`src/rtl/pwm_leg_pkg.sv`:
```
package pwm_leg_pkg;

  parameter int unsigned PWM_CNT_W  = 12;
  parameter int unsigned PWM_ADDR_W = 3;

  typedef logic [PWM_CNT_W-1:0]  cnt_t;
  typedef logic [PWM_ADDR_W-1:0] addr_t;

  typedef enum logic [PWM_ADDR_W-1:0] {
    ADDR_TOP   = 3'd0,
    ADDR_A_ON  = 3'd1,
    ADDR_A_OFF = 3'd2,
    ADDR_B_ON  = 3'd3,
    ADDR_B_OFF = 3'd4,
    ADDR_MODE  = 3'd5
  } reg_addr_e;

  typedef enum logic [1:0] {
    BLK_RUN   = 2'd0,
    BLK_HELD  = 2'd1,
    BLK_REARM = 2'd2
  } blank_e;

  typedef struct packed {
    cnt_t top;
    cnt_t a_on;
    cnt_t a_off;
    cnt_t b_on;
    cnt_t b_off;
    logic centered;
  } leg_cfg_t;

  // Half-open compare window [on, off)
  function automatic logic in_window(cnt_t c, cnt_t on, cnt_t off);
    return (c >= on) && (c < off);
  endfunction

  // Final clock of the current sub-cycle
  function automatic logic is_last_tick(cnt_t c, cnt_t top, logic ph_b, logic centered);
    if (ph_b && centered) return c == '0;
    return c == top;
  endfunction

  // Counter value for the next clock when the cycle does not end here
  function automatic cnt_t step_cnt(cnt_t c, cnt_t top, logic ph_b, logic centered);
    if (!ph_b) begin
      if (c == top) return centered ? c : '0;
      return c + cnt_t'(1);
    end
    if (centered) return c - cnt_t'(1);
    return c + cnt_t'(1);
  endfunction

endpackage

```
`src/rtl/pwm_leg_regs.sv`:
```
module pwm_leg_regs
  import pwm_leg_pkg::*;
(
  input  logic     clk,
  input  logic     rst_n,
  input  logic     en,
  input  logic     cyc_end,
  input  logic     wr_en,
  input  addr_t    wr_addr,
  input  cnt_t     wr_data,
  output leg_cfg_t act_cfg
);

  leg_cfg_t hold_cfg;
  logic     load_act;

  assign load_act = !en || cyc_end;

  always_ff @(posedge clk) begin
    if (!rst_n) begin
      hold_cfg <= '0;
    end else if (wr_en) begin
      case (wr_addr)
        ADDR_TOP:   hold_cfg.top      <= wr_data;
        ADDR_A_ON:  hold_cfg.a_on     <= wr_data;
        ADDR_A_OFF: hold_cfg.a_off    <= wr_data;
        ADDR_B_ON:  hold_cfg.b_on     <= wr_data;
        ADDR_B_OFF: hold_cfg.b_off    <= wr_data;
        ADDR_MODE:  hold_cfg.centered <= wr_data[0];
        default: ;
      endcase
    end
  end

  always_ff @(posedge clk) begin
    if (!rst_n)        act_cfg <= '0;
    else if (load_act) act_cfg <= hold_cfg;
  end


  act_hold_chk: assert property (@(posedge clk) disable iff (!rst_n)
    (en && !cyc_end) |=> $stable(act_cfg));


  act_follow_chk: assert property (@(posedge clk) disable iff (!rst_n)
    (!en && !wr_en && $stable(hold_cfg)) |=> (act_cfg == hold_cfg));

endmodule

```
`src/rtl/pwm_leg_counter.sv`:
```
module pwm_leg_counter
  import pwm_leg_pkg::*;
(
  input  logic clk,
  input  logic rst_n,
  input  logic en,
  input  cnt_t top,
  input  logic centered,
  output cnt_t cnt,
  output logic ph_b,
  output logic cyc_end
);

  logic last_tick;

  assign last_tick = is_last_tick(cnt, top, ph_b, centered);
  assign cyc_end   = en && ph_b && last_tick;

  always_ff @(posedge clk) begin
    if (!rst_n) begin
      cnt  <= '0;
      ph_b <= 1'b0;
    end else if (!en || cyc_end) begin
      cnt  <= '0;
      ph_b <= 1'b0;
    end else begin
      if (!ph_b && last_tick) ph_b <= 1'b1;
      cnt <= step_cnt(cnt, top, ph_b, centered);
    end
  end


  cnt_bound_chk: assert property (@(posedge clk) disable iff (!rst_n)
    cnt <= top);


  ramp_step_chk: assert property (@(posedge clk) disable iff (!rst_n)
    (en && !centered && !last_tick) |=> (cnt == $past(cnt) + cnt_t'(1)));


  down_step_chk: assert property (@(posedge clk) disable iff (!rst_n)
    (en && centered && ph_b && !last_tick) |=> (cnt == $past(cnt) - cnt_t'(1)));


  restart_chk: assert property (@(posedge clk) disable iff (!rst_n)
    cyc_end |=> (cnt == '0 && !ph_b));


  idle_chk: assert property (@(posedge clk) disable iff (!rst_n)
    !en |=> (cnt == '0 && !ph_b));

endmodule

```
`src/rtl/pwm_leg_fault.sv`:
```
module pwm_leg_fault
  import pwm_leg_pkg::*;
(
  input  logic clk,
  input  logic rst_n,
  input  logic en,
  input  logic cyc_end,
  input  logic fault_in,
  input  logic fault_clr,
  output logic blank
);

  blank_e st;

  always_ff @(posedge clk) begin
    if (!rst_n) begin
      st <= BLK_RUN;
    end else if (fault_in) begin
      st <= BLK_HELD;
    end else begin
      case (st)
        BLK_HELD:  if (fault_clr) st <= BLK_REARM;
        BLK_REARM: if (cyc_end || !en) st <= BLK_RUN;
        default:   st <= BLK_RUN;
      endcase
    end
  end

  assign blank = fault_in || (st != BLK_RUN);


  held_sticky_chk: assert property (@(posedge clk) disable iff (!rst_n)
    (st == BLK_HELD && !fault_clr) |=> (st == BLK_HELD));


  rearm_wait_chk: assert property (@(posedge clk) disable iff (!rst_n)
    (st == BLK_REARM && !fault_in && en && !cyc_end) |=> (st == BLK_REARM));

endmodule

```
`src/rtl/pwm_leg_gen.sv`:
```
module pwm_leg_gen
  import pwm_leg_pkg::*;
#(
  parameter int unsigned CNT_W  = PWM_CNT_W,
  parameter int unsigned ADDR_W = PWM_ADDR_W
)(
  input  logic              clk,
  input  logic              rst_n,
  input  logic              en,
  input  logic              wr_en,
  input  logic [ADDR_W-1:0] wr_addr,
  input  logic [CNT_W-1:0]  wr_data,
  input  logic              fault_in,
  input  logic              fault_clr,
  output logic              out_a,
  output logic              out_b,
  output logic              upd_pulse
);

  localparam int unsigned N_OUT = 2;

  leg_cfg_t   act_cfg;
  cnt_t       cnt;
  logic       ph_b;
  logic       cyc_end;
  logic       blank;
  logic       run_ok;
  cnt_t       on_v  [N_OUT];
  cnt_t       off_v [N_OUT];
  logic [N_OUT-1:0] raw_win;

  pwm_leg_regs u_regs (
    .clk     (clk),
    .rst_n   (rst_n),
    .en      (en),
    .cyc_end (cyc_end),
    .wr_en   (wr_en),
    .wr_addr (addr_t'(wr_addr)),
    .wr_data (cnt_t'(wr_data)),
    .act_cfg (act_cfg)
  );

  pwm_leg_counter u_cnt (
    .clk      (clk),
    .rst_n    (rst_n),
    .en       (en),
    .top      (act_cfg.top),
    .centered (act_cfg.centered),
    .cnt      (cnt),
    .ph_b     (ph_b),
    .cyc_end  (cyc_end)
  );

  pwm_leg_fault u_flt (
    .clk       (clk),
    .rst_n     (rst_n),
    .en        (en),
    .cyc_end   (cyc_end),
    .fault_in  (fault_in),
    .fault_clr (fault_clr),
    .blank     (blank)
  );

  assign on_v[0]  = act_cfg.a_on;
  assign off_v[0] = act_cfg.a_off;
  assign on_v[1]  = act_cfg.b_on;
  assign off_v[1] = act_cfg.b_off;

  generate
    for (genvar g = 0; g < N_OUT; g++) begin : g_win
      assign raw_win[g] = (ph_b == (g == 1)) && in_window(cnt, on_v[g], off_v[g]);
    end
  endgenerate

  assign run_ok    = en && (act_cfg.top != '0) && !blank;
  assign out_a     = raw_win[0] && run_ok;
  assign out_b     = raw_win[1] && run_ok;
  assign upd_pulse = cyc_end;


  excl_out_chk: assert property (@(posedge clk) disable iff (!rst_n)
    !(out_a && out_b));


  fault_blank_chk: assert property (@(posedge clk) disable iff (!rst_n)
    fault_in |=> (!out_a && !out_b));


  zero_top_chk: assert property (@(posedge clk) disable iff (!rst_n)
    (act_cfg.top == '0) |-> (!out_a && !out_b && cnt == '0));


  reset_quiet_chk: assert property (@(posedge clk)
    !rst_n |=> (act_cfg == '0 && cnt == '0));

endmodule

```
`config.mk`:
```
export PLATFORM = sky130hd
export DESIGN_NAME = pwm_leg_gen
export DESIGN_NICKNAME = d
export VERILOG_FILES = /design/src/rtl/pwm_leg_pkg.sv /design/src/rtl/pwm_leg_regs.sv /design/src/rtl/pwm_leg_counter.sv /design/src/rtl/pwm_leg_fault.sv /design/src/rtl/pwm_leg_gen.sv
export SDC_FILE = /design/constraint.sdc
export NUM_CORES = 1
export LEC_CHECK = 0
export ABC_CLOCK_PERIOD_IN_PS = 2800
export BUFFER_PORTS_ARGS = -buffer_cell sky130_fd_sc_hd__buf_2
export CAP_MARGIN = 5
export CORE_MARGIN = 2
export CORE_UTILIZATION = 55
export CTS_CLUSTER_DIAMETER = 50
export DETAILED_ROUTE_END_ITERATION = 8
export HOLD_SLACK_MARGIN = 0.08
export PLACE_DENSITY = 0.76
export SLEW_MARGIN = 20
export SYNTH_ARGS = -nofsm -noshare
export SYNTH_HDL_FRONTEND = slang
export SYNTH_HIERARCHICAL = 1
export SYNTH_SLANG_ARGS = --single-unit
```
`constraint.sdc`:
```
create_clock -name clk -period 2.8 [get_ports clk]
set_input_delay 0.28 -clock clk [delete_from_list [all_inputs] [get_ports clk]]
set_output_delay 0.28 -clock clk [all_outputs]
set_load 0.005 [all_outputs]
```
# After elaboration in Yosys (flattened, before gate mapping)
# Cells that the tools add are included.
# totals
register_bits	137
output_inout_bits	3
inputBits	21
wordCells	92
# classes
n_addsub	2
mux	25
n_eq_ne	12
n_reduce_logical	31
bitwise	2
order_cmp	4
# op_table
operator	count
$mux 12	7
$ge 12x12->1	2
$lt 12x12->1	2
$reduce_and 2->1	8
$mux 1	15
$add 12x1->12 const B	1
$eq 12x12->1	1
$logic_and 1x1->1	12
$logic_not 12->1	1
$reduce_bool 12->1	1
$sub 12x1->12 const B	1
$eq 3x2->1 const B	2
$eq 3x3->1 const B	2
$ne 3x3->1 const B	2
$mux 2	2
$ne 2x2->1 const B	2
$pmux 2 s2	1
$reduce_or 2->1	2
$eq 3x1->1 const B	1
$logic_not 1->1	3
$logic_not 3->1	1
$eq 2x1->1 const B	1
$eq 2x2->1 const B	1
$logic_or 1x1->1	2
2 further kinds	3

# Longest topological paths before layout
# Gate-level depths: netlist of run 1.
# logic_depth
word_depth	12
mapped_depth	12
depth_no_buf	8

# Hierarchy
# Netlist of run 1, hierarchy kept.
# modules_own_cells
mod	seq_area_each_um2	area_per_inst_um2	cells_per_inst	n_inst
pwm_leg_regs	2442.3	4320.4	487	1
pwm_leg_counter	260.2	1286.2	163	1
pwm_leg_gen	0.0	1169.9	159	1
pwm_leg_fault	40.0	96.3	9	1

# Least setup slack after synthesis of run 1
# OpenSTA, ideal clock, no wires.
# synth_timing
path_kind	flip-flop to flip-flop
start	register u_cnt.cnt[3]
end	register, netlist name u_regs/act_cfg[10]
slack_ns	0.251
n_path_buf	4
period_less_slack_ns	2.549
arrival_time_ns	2.473
required_ns	2.724
stages_incl_launch_ff	13
setup_time_ns	0.076
cell_sequence	dfxtp_1 > buf_6 > xor2_1 > nor4_2 > nand3_2 > buf_6 > o22ai_1 > and3_1 > nand2b_1 > clkbuf_1 > clkbuf_1 > nand2_1 > a21boi_0
# synth_between
elab_chain_cells	5
elab_cells_between_ends	6
classes_between	eq/ne: 1; mux: 2; reduce/logical: 3
# synth_lines
element	line	text
start, declared	pwm_leg_counter.sv:9	output cnt_t cnt,
start signal, assigned	pwm_leg_counter.sv:28	cnt <= step_cnt(cnt, top, ph_b, centered);
$logic_not 12->1	pwm_leg_pkg.sv:40	if (ph_b && centered) return c == '0;
$mux 1	pwm_leg_pkg.sv:40	
$mux 1 (*)	pwm_leg_pkg.sv:41	return c == top;
$logic_and 1x1->1 (*)	pwm_leg_counter.sv:17	assign cyc_end = en && ph_b && last_tick;
net upd_pulse	pwm_leg_gen.sv:17	output logic upd_pulse
$logic_or 1x1->1 (*)	pwm_leg_regs.sv:17	assign load_act = !en || cyc_end;
# The timed path passes the listed nets; every way through them passes the cells marked *. The select of a mux whose other input is x is not followed.
# A chain may end at the register's enable or synchronous reset.

# Final worst setup path of run 1
# layout_timing
start	register, netlist name u_regs/act_cfg[15]
end	output out_b
# layout_between
elab_chain_cells	4
# layout_lines
element	line	text
$ge 12x12->1	pwm_leg_pkg.sv:35	return (c >= on) && (c < off);
$logic_and 1x1->1	pwm_leg_pkg.sv:35	
$logic_and 1x1->1	pwm_leg_gen.sv:71	assign raw_win[g] = (ph_b == (g == 1)) && in_window(cnt, on_v[g], off_v[g]);
$logic_and 1x1->1	pwm_leg_gen.sv:77	assign out_b = raw_win[1] && run_ok;
end, declared	pwm_leg_gen.sv:16	output logic out_b,
# Every way passes these cells.

==> results of run 1 <==
-- final timing paths --
path	cells past startpoint	end	slack (ps)
worst max-delay path	8	out_b	120
worst min-delay path	2	u_flt/st[0]$_SDFFE_PN0P_	90
worst max register to register	9	u_regs/act_cfg[58]$_SDFFE_PN0P_	270
worst min register to register	2	u_regs/act_cfg[45]$_SDFFE_PN0P_	470
-- sequential cells by signal, summed over array words and instances, names as in the netlist --
register	count
u_cnt/cnt	12
u_cnt/ph_b	1
u_flt/st	2
u_regs/act_cfg	61
u_regs/hold_cfg	61
-- area by class of cell --
class	count	area [um2]	share of cell area
tap	168	210	0.0271
timing repair buffer	47	335	0.0432
clock buffer	19	453	0.0584
sequential	137	2750	0.355
multi-input combinational	576	3690	0.476
inverter	52	195	0.0252
clock inverter	13	121	0.0157
-- logic make-up after synthesis --
group                      synth area share
and+or+nand+nor                       0.221
AOI/OAI and AO/OA                     0.197
DFF                                   0.399
buffers and inverters                0.0686
adders and majority gates            0.0892
xor gates and xnor gates             0.0191
muxes                               0.00583
-- per-layer routing --
metal  vias up  share of wire
met2       227           0.46
met4         0          0.035
met5         -              0
li1       2869              -
met1      2792           0.45
met3        52          0.054
-- power by group --
part | internal (mW) | switching (mW)
Combinational | 0.110 | 0.218
Sequential | 1.98 | 0.0287
Clock | 1.27 | 0.871
Total | 3.36 | 1.12
-- worst max-delay path: stages (launching register included) --
cell and delay (ps):
sky130_fd_sc_hd__dfxtp_1 340, sky130_fd_sc_hd__inv_1 60, sky130_fd_sc_hd__ha_1 310, sky130_fd_sc_hd__a211o_2 340, sky130_fd_sc_hd__a31oi_1 230, sky130_fd_sc_hd__o221ai_2 190
sky130_fd_sc_hd__a221oi_2 290, sky130_fd_sc_hd__nor4_2 80, sky130_fd_sc_hd__buf_2 140
-- cells in the final DEF, fill, tap and decap left out, drive strengths merged, types with 6 or more instances in the layout --
cell type  Yosys  layout
or3            7       7
inv           52      53
ha            49      49
dfxtp        137     137
o21ai         74      74
nor4           8       8
and3           6       6
a21oi         24      24
buf           19      47
nand4          6       6
nand3         80      80
clkinv         0       6
clkbuf        34      19
o211ai         9       9
nand2        148     148
a21boi        62      62
nor2          19      19
xor2          13      13
-- what timing repair did --
action / CTS / global route
pin swaps: 0 / 1
endpoints found under the setup margin: 2 / 3
gates resized for setup: 1 / 8
setup buffers: 0 / 0
-- metrics by stage --
stage	cells	util	hold slack (ps)	total power, mW
after detailed placement	980	0.590	458	2.37
after CTS	1012	0.638	86.1	4.49
after global routing	1012	0.640	100	4.62
after floorplan	818	-	398	2.27
after global placement	980	0.590	447	2.36
final	1012	0.640	93.3	4.48
==> impl_metrics.env, run 1 <==
export IMPL_path_max_fanout=2
export IMPL_grt_remaining_overflow=0
export IMPL_ys_top_cells_by_count="sky130_fd_sc_hd__nand2_1, sky130_fd_sc_hd__dfxtp_1, sky130_fd_sc_hd__nand3_1, sky130_fd_sc_hd__o21ai_0, sky130_fd_sc_hd__a21boi_0"
export IMPL_detail_route_antenna_nets=0
export IMPL_hold_path_class="input port to flip-flop"
export IMPL_final_count_of_hold_timing_violations=0
export IMPL_io_pins=24
export IMPL_finalClockSkew_ps=8.47
export IMPL_library_cell_used_as_clock_root_buffer="sky130_fd_sc_hd__clkbuf_16"
export IMPL_clkLatencyLatePin_ps=430
export IMPL_highest_clock_rate_mhz=372
export IMPL_detailed_place_area_um2=7150
export IMPL_htreeDepth=4
export IMPL_worst_ir_drop_vdd_mv=0.452
export IMPL_yosys_cell_count_top_type="sky130_fd_sc_hd__nand2_1"
export IMPL_first_iter_violations=592
export IMPL_yosysUniqueCellTypes=64
export IMPL_design_core_area_um2=12100
export IMPL_setup_worst_path_start_class="flip-flop"
export IMPL_slew_headroom=0.502
export IMPL_finalCritPeriodShare=0.959
export IMPL_finalWorstPathRequiredPeriod_ps=2680
export IMPL_grt_max_degree=62
export IMPL_routed_wire_length_per_instance_um=17.2
export IMPL_synth_fp_nets=888
export IMPL_route_detailed_vias_per_inst=5.87
export IMPL_cp_data_required_time_ps=2520
export IMPL_synth_edf_count=0
export IMPL_diode_count=0
export IMPL_rsz0062_at_grt="no"
export IMPL_post_route_worst_setup_slack_ps=115
export IMPL_final_net_count=901
export IMPL_drc=0
export IMPL_grt_pass1_wl_um=28600
export IMPL_final_max_slew_violation_count=0
export IMPL_cts_tree="built"
export IMPL_cts_reportedPaths_clkPinSlew_ps=60
export IMPL_post_synth_instance_area_um2=6870
export IMPL_placement_setup_worst_slack_ps=375
export IMPL_finalInstanceArea_um2=7750
export IMPL_worst_setup_path_end_kind="output pin"
export IMPL_hold_path_startpoint="fault_in"
export IMPL_fp_dieArea_um2=13400
export IMPL_postSynthAreaPerCell_um2=8.40
export IMPL_criticalPathCategory="flip-flop to output pin"
export IMPL_routabilityCongestion=0.978
export IMPL_layout_drive_gt1_share=0.141
export IMPL_die_h_um=116
export IMPL_maximum_root_to_sink_buffer_count=2
export IMPL_drt_wl_total_um=17400
export IMPL_number_of_antenna_violations_at_the_first_check_in_global_routing=0
export IMPL_synthesis_yosys_warnings=6
export IMPL_first_pass_iters=5
export IMPL_via_count_of_the_first_global_routing_pass=5752
export IMPL_max_cap_violations=0
export IMPL_power_density_cell_area_nw_per_um2=578
export IMPL_groute_layer_met3_usage=0.0460
export IMPL_floorplan_initialDensity=0.567
export IMPL_dominantRegCellSynth="sky130_fd_sc_hd__dfxtp_1"
export IMPL_tns_ps=0
export IMPL_detailroute_via_count=5940
export IMPL_cts_hold_buffers_added=0
export IMPL_synth_top_cell_area_share=0.399
export IMPL_synth_area_top_cells="sky130_fd_sc_hd__dfxtp_1, sky130_fd_sc_hd__ha_1, sky130_fd_sc_hd__nand2_1, sky130_fd_sc_hd__a21boi_0, sky130_fd_sc_hd__nand3_1"
export IMPL_number_of_buffers_created_by_cts=17
export IMPL_r2r_start="u_cnt/cnt[7]$_SDFFE_PP0P_"
export IMPL_top_usage_layer="met2"
export IMPL_number_of_filler_instances_in_the_final_layout=1008
export IMPL_power_static_leakage_nw=2.93
export IMPL_yosysSeqAreaShare=0.399
export IMPL_use_met2=0.444
export IMPL_syn2layout_area_growth_pct=12.8
export IMPL_dp_final_hpwl_um=11900
export IMPL_asyncSetResetFlopFracSynth=0
export IMPL_run_status="completed"
export IMPL_track_usage=0.274
export IMPL_die_width_um=116
export IMPL_groute_layer_met1_usage=0.364
export IMPL_critPathArrivalTime_ps=2400
export IMPL_synth_area_leader_cell="sky130_fd_sc_hd__dfxtp_1"
export IMPL_synth_cells=818
export IMPL_setup_violations=0
export IMPL_worst_slew_pin_transition_ps=747
export IMPL_placement_rows=40
export IMPL_critical_path_startpoint="u_regs/act_cfg[15]$_SDFFE_PN0P_"
export IMPL_clock_sinks=137
export IMPL_ys_seq_elements=137
export IMPL_placement_io_buffers=23
No activity file was read; power rests on OpenSTA's default activity.
==> run 2, diff against run 1 <==
- ABC_CLOCK_PERIOD_IN_PS: 2800 -> 3200
- clock period: 2.8 -> 3.2 ns (I/O delays scaled with it)
==> run 2 against run 1 <==
  * Critical path depth unchanged
  * First-iteration DRC count down 13%
  * Clock power about the same
  * Global-route usage down 0.31 points
  * Core utilization up 0.25 points
  * Non-clock buffer count unchanged
  * Via count down 0.66%
  * Hold slack better by 49 ps
  * Worst setup slack better by 21 ps
  * Sequential cell count unchanged
  * Wire length down 1.3%
==> impl_metrics.env, run 2 (synthesis gave the netlist of run 1 again) <==
export IMPL_area_of_the_multi_input_gates_um2=3670
export IMPL_setup_worst_path_start_class="flip-flop"
export IMPL_placement_rows=40
export IMPL_r2r_start="u_cnt/cnt[5]$_SDFFE_PP0P_"
export IMPL_cell_count_of_the_worst_hold_path=2
export IMPL_die_h_um=116
export IMPL_finalClockSkew_ps=7.55
export IMPL_number_of_filler_instances_in_the_final_layout=1044
export IMPL_cts_reportedPaths_clkPinSlew_ps=60
export IMPL_finalCritPeriodShare=0.957
export IMPL_worst_slew_pin_transition_ps=1150
export IMPL_power_density_cell_area_nw_per_um2=536
export IMPL_first_pass_iters=5
export IMPL_number_of_buffers_created_by_cts=17
export IMPL_routed_wire_length_per_instance_um=17.0
export IMPL_library_cell_used_as_clock_root_buffer="sky130_fd_sc_hd__clkbuf_16"
export IMPL_top_layer="met4"
export IMPL_run_status="completed"
export IMPL_maximum_root_to_sink_buffer_count=2
export IMPL_cts_hold_buffers_added=0
export IMPL_design_core_area_um2=12100
export IMPL_htreeDepth=4
export IMPL_final_net_count=901
export IMPL_crit_buf_inv=2
export IMPL_fp_dieArea_um2=13400
export IMPL_timing_rr_end="u_regs/act_cfg[15]$_SDFFE_PN0P_"
export IMPL_post_route_worst_setup_slack_ps=136
export IMPL_rsz0062_at_grt="no"
export IMPL_route_detailed_vias_per_inst=5.83
export IMPL_slew_headroom=0.236
export IMPL_path_max_fanout=10
export IMPL_final_count_of_hold_timing_violations=0
export IMPL_critPathArrivalTime_ps=2740
export IMPL_largest_delay_contributor_family_on_the_critical_path="compound AO/OA/AOI/OAI gates"
export IMPL_worst_setup_path_end_kind="output pin"
export IMPL_drt_wl_total_um=17200
export IMPL_total_power_mw=4.17
export IMPL_max_cap_violations=0
export IMPL_syn2layout_area_growth_pct=13.3
export IMPL_diode_count=0
export IMPL_clkLatencyLatePin_ps=420
export IMPL_detailed_route_wire_length_on_metal_1_um=7790
export IMPL_track_usage=0.271
export IMPL_clock_sinks=137
export IMPL_floorplan_initialDensity=0.567
export IMPL_routabilityCongestion=0.882
export IMPL_grt_remaining_overflow=0
export IMPL_tns_ps=0
export IMPL_critical_path_cell_chain="buf_4 -> ha_1 -> a211o_1 -> a31oi_1 -> o221ai_1 -> a221oi_1 -> nor3_1 -> buf_2"
export IMPL_layout_commonest_cell="sky130_fd_sc_hd__nand2_1"
export IMPL_via_count_of_the_first_global_routing_pass=5540
export IMPL_drc=0
export IMPL_placedCellCount=980
export IMPL_setup_violations=0
export IMPL_worst_r2r_path_depth=9
export IMPL_grt_max_degree=58
export IMPL_cpMaxStageDelayCell="sky130_fd_sc_hd__dfxtp_2"
export IMPL_die_width_um=116
export IMPL_final_max_slew_violation_count=0
export IMPL_most_common_layout_cells="sky130_fd_sc_hd__nand2_1, sky130_fd_sc_hd__dfxtp_1, sky130_fd_sc_hd__nand3_1, sky130_fd_sc_hd__o21ai_0, sky130_fd_sc_hd__a21boi_0"
export IMPL_number_of_antenna_violations_at_the_first_check_in_global_routing=0
export IMPL_holdPathEnd="u_flt/st[0]$_SDFFE_PN0P_"
export IMPL_detail_route_antenna_nets=0
export IMPL_grt_pass1_wl_um=28000
export IMPL_placement_setup_worst_slack_ps=392
export IMPL_io_pins=24
export IMPL_worst_ir_drop_vdd_mv=0.449
export IMPL_ff2ff_setup_slack_ps=320
export IMPL_hold_path_startpoint="fault_in"
export IMPL_cpPeakStageDelay_ps=420
export IMPL_met3_wirelength_from_detailed_routing_um=848
export IMPL_sequential_cell_area_um2=2750
export IMPL_first_iter_violations=514
export IMPL_power_static_leakage_nw=2.97
export IMPL_fin_cells=1012
export IMPL_cp_data_required_time_ps=2880
export IMPL_largestRegisters="u_regs/act_cfg (61), u_regs/hold_cfg (61), u_cnt/cnt (12)"
export IMPL_placement_io_buffers=23
export IMPL_cts_tree="built"
export IMPL_layout_drive_gt1_share=0.132
export IMPL_dp_final_hpwl_um=12000
export IMPL_finalWorstPathRequiredPeriod_ps=3060
export IMPL_highest_clock_rate_mhz=326
export IMPL_hold_path_class="input port to flip-flop"
export IMPL_criticalPathCategory="flip-flop to output pin"
export IMPL_met2WireLength_um=8200
export IMPL_detailroute_via_count=5901
-- run 2: timing repair --
item,4_1_cts,5_1_grt
gates resized for setup,0,2
buffers inserted,0,0
setup endpoints to repair,0,1
hold endpoints to repair,0,0
-- run 2: worst max-delay path by stage --
stage | from | end | cells past startpoint
2_1_floorplan | u_cnt/cnt[3]$_SDFFE_PP0P_ | u_regs/act_cfg[10]$_SDFFE_PN0P_ | 12
3_3_place_gp | u_cnt/cnt[2]$_SDFFE_PP0P_ | out_a | 8
3_5_place_dp | u_cnt/cnt[5]$_SDFFE_PP0P_ | u_regs/act_cfg[18]$_SDFFE_PN0P_ | 9
4_1_cts | u_cnt/cnt[2]$_SDFFE_PP0P_ | out_a | 8
5_1_grt | u_cnt/cnt[5]$_SDFFE_PP0P_ | u_regs/act_cfg[7]$_SDFFE_PN0P_ | 9
6_report | u_cnt/cnt[2]$_SDFFE_PP0P_ | out_a | 8
-- run 2: cell type report --
type                            count  share of cell area
Clock buffer                       20              0.0587
Clock inverter                     12              0.0238
Inverter                           52              0.0251
Multi-Input combinational cell    576               0.471
Sequential cell                   137               0.353
Tap cell                          168              0.0270
Timing Repair Buffer               47              0.0415
-- run 2: layer usage --
metal,GRT usage,vias to the layer above
met4,0.0960,0
met3,0.0549,30
met1,0.357,2832
met5,0,-
li1,-,2876
met2,0.445,163
-- run 2: stage by stage --
step	util	hold WS (ps)	cell area, um2
after floorplan	-	436	6870
after global placement	0.589	450	7140
after detailed placement	0.589	455	7140
after CTS	0.642	135	7780
after global routing	0.643	138	7780
final	0.643	142	7780
-- run 2: where the power goes --
| group | internal (mW) | switching (mW) |
|---|---|---|
| registers | 1.73 | 0.0263 |
| logic | 0.0977 | 0.190 |
| clock network | 1.36 | 0.766 |
| total | 3.19 | 0.982 |
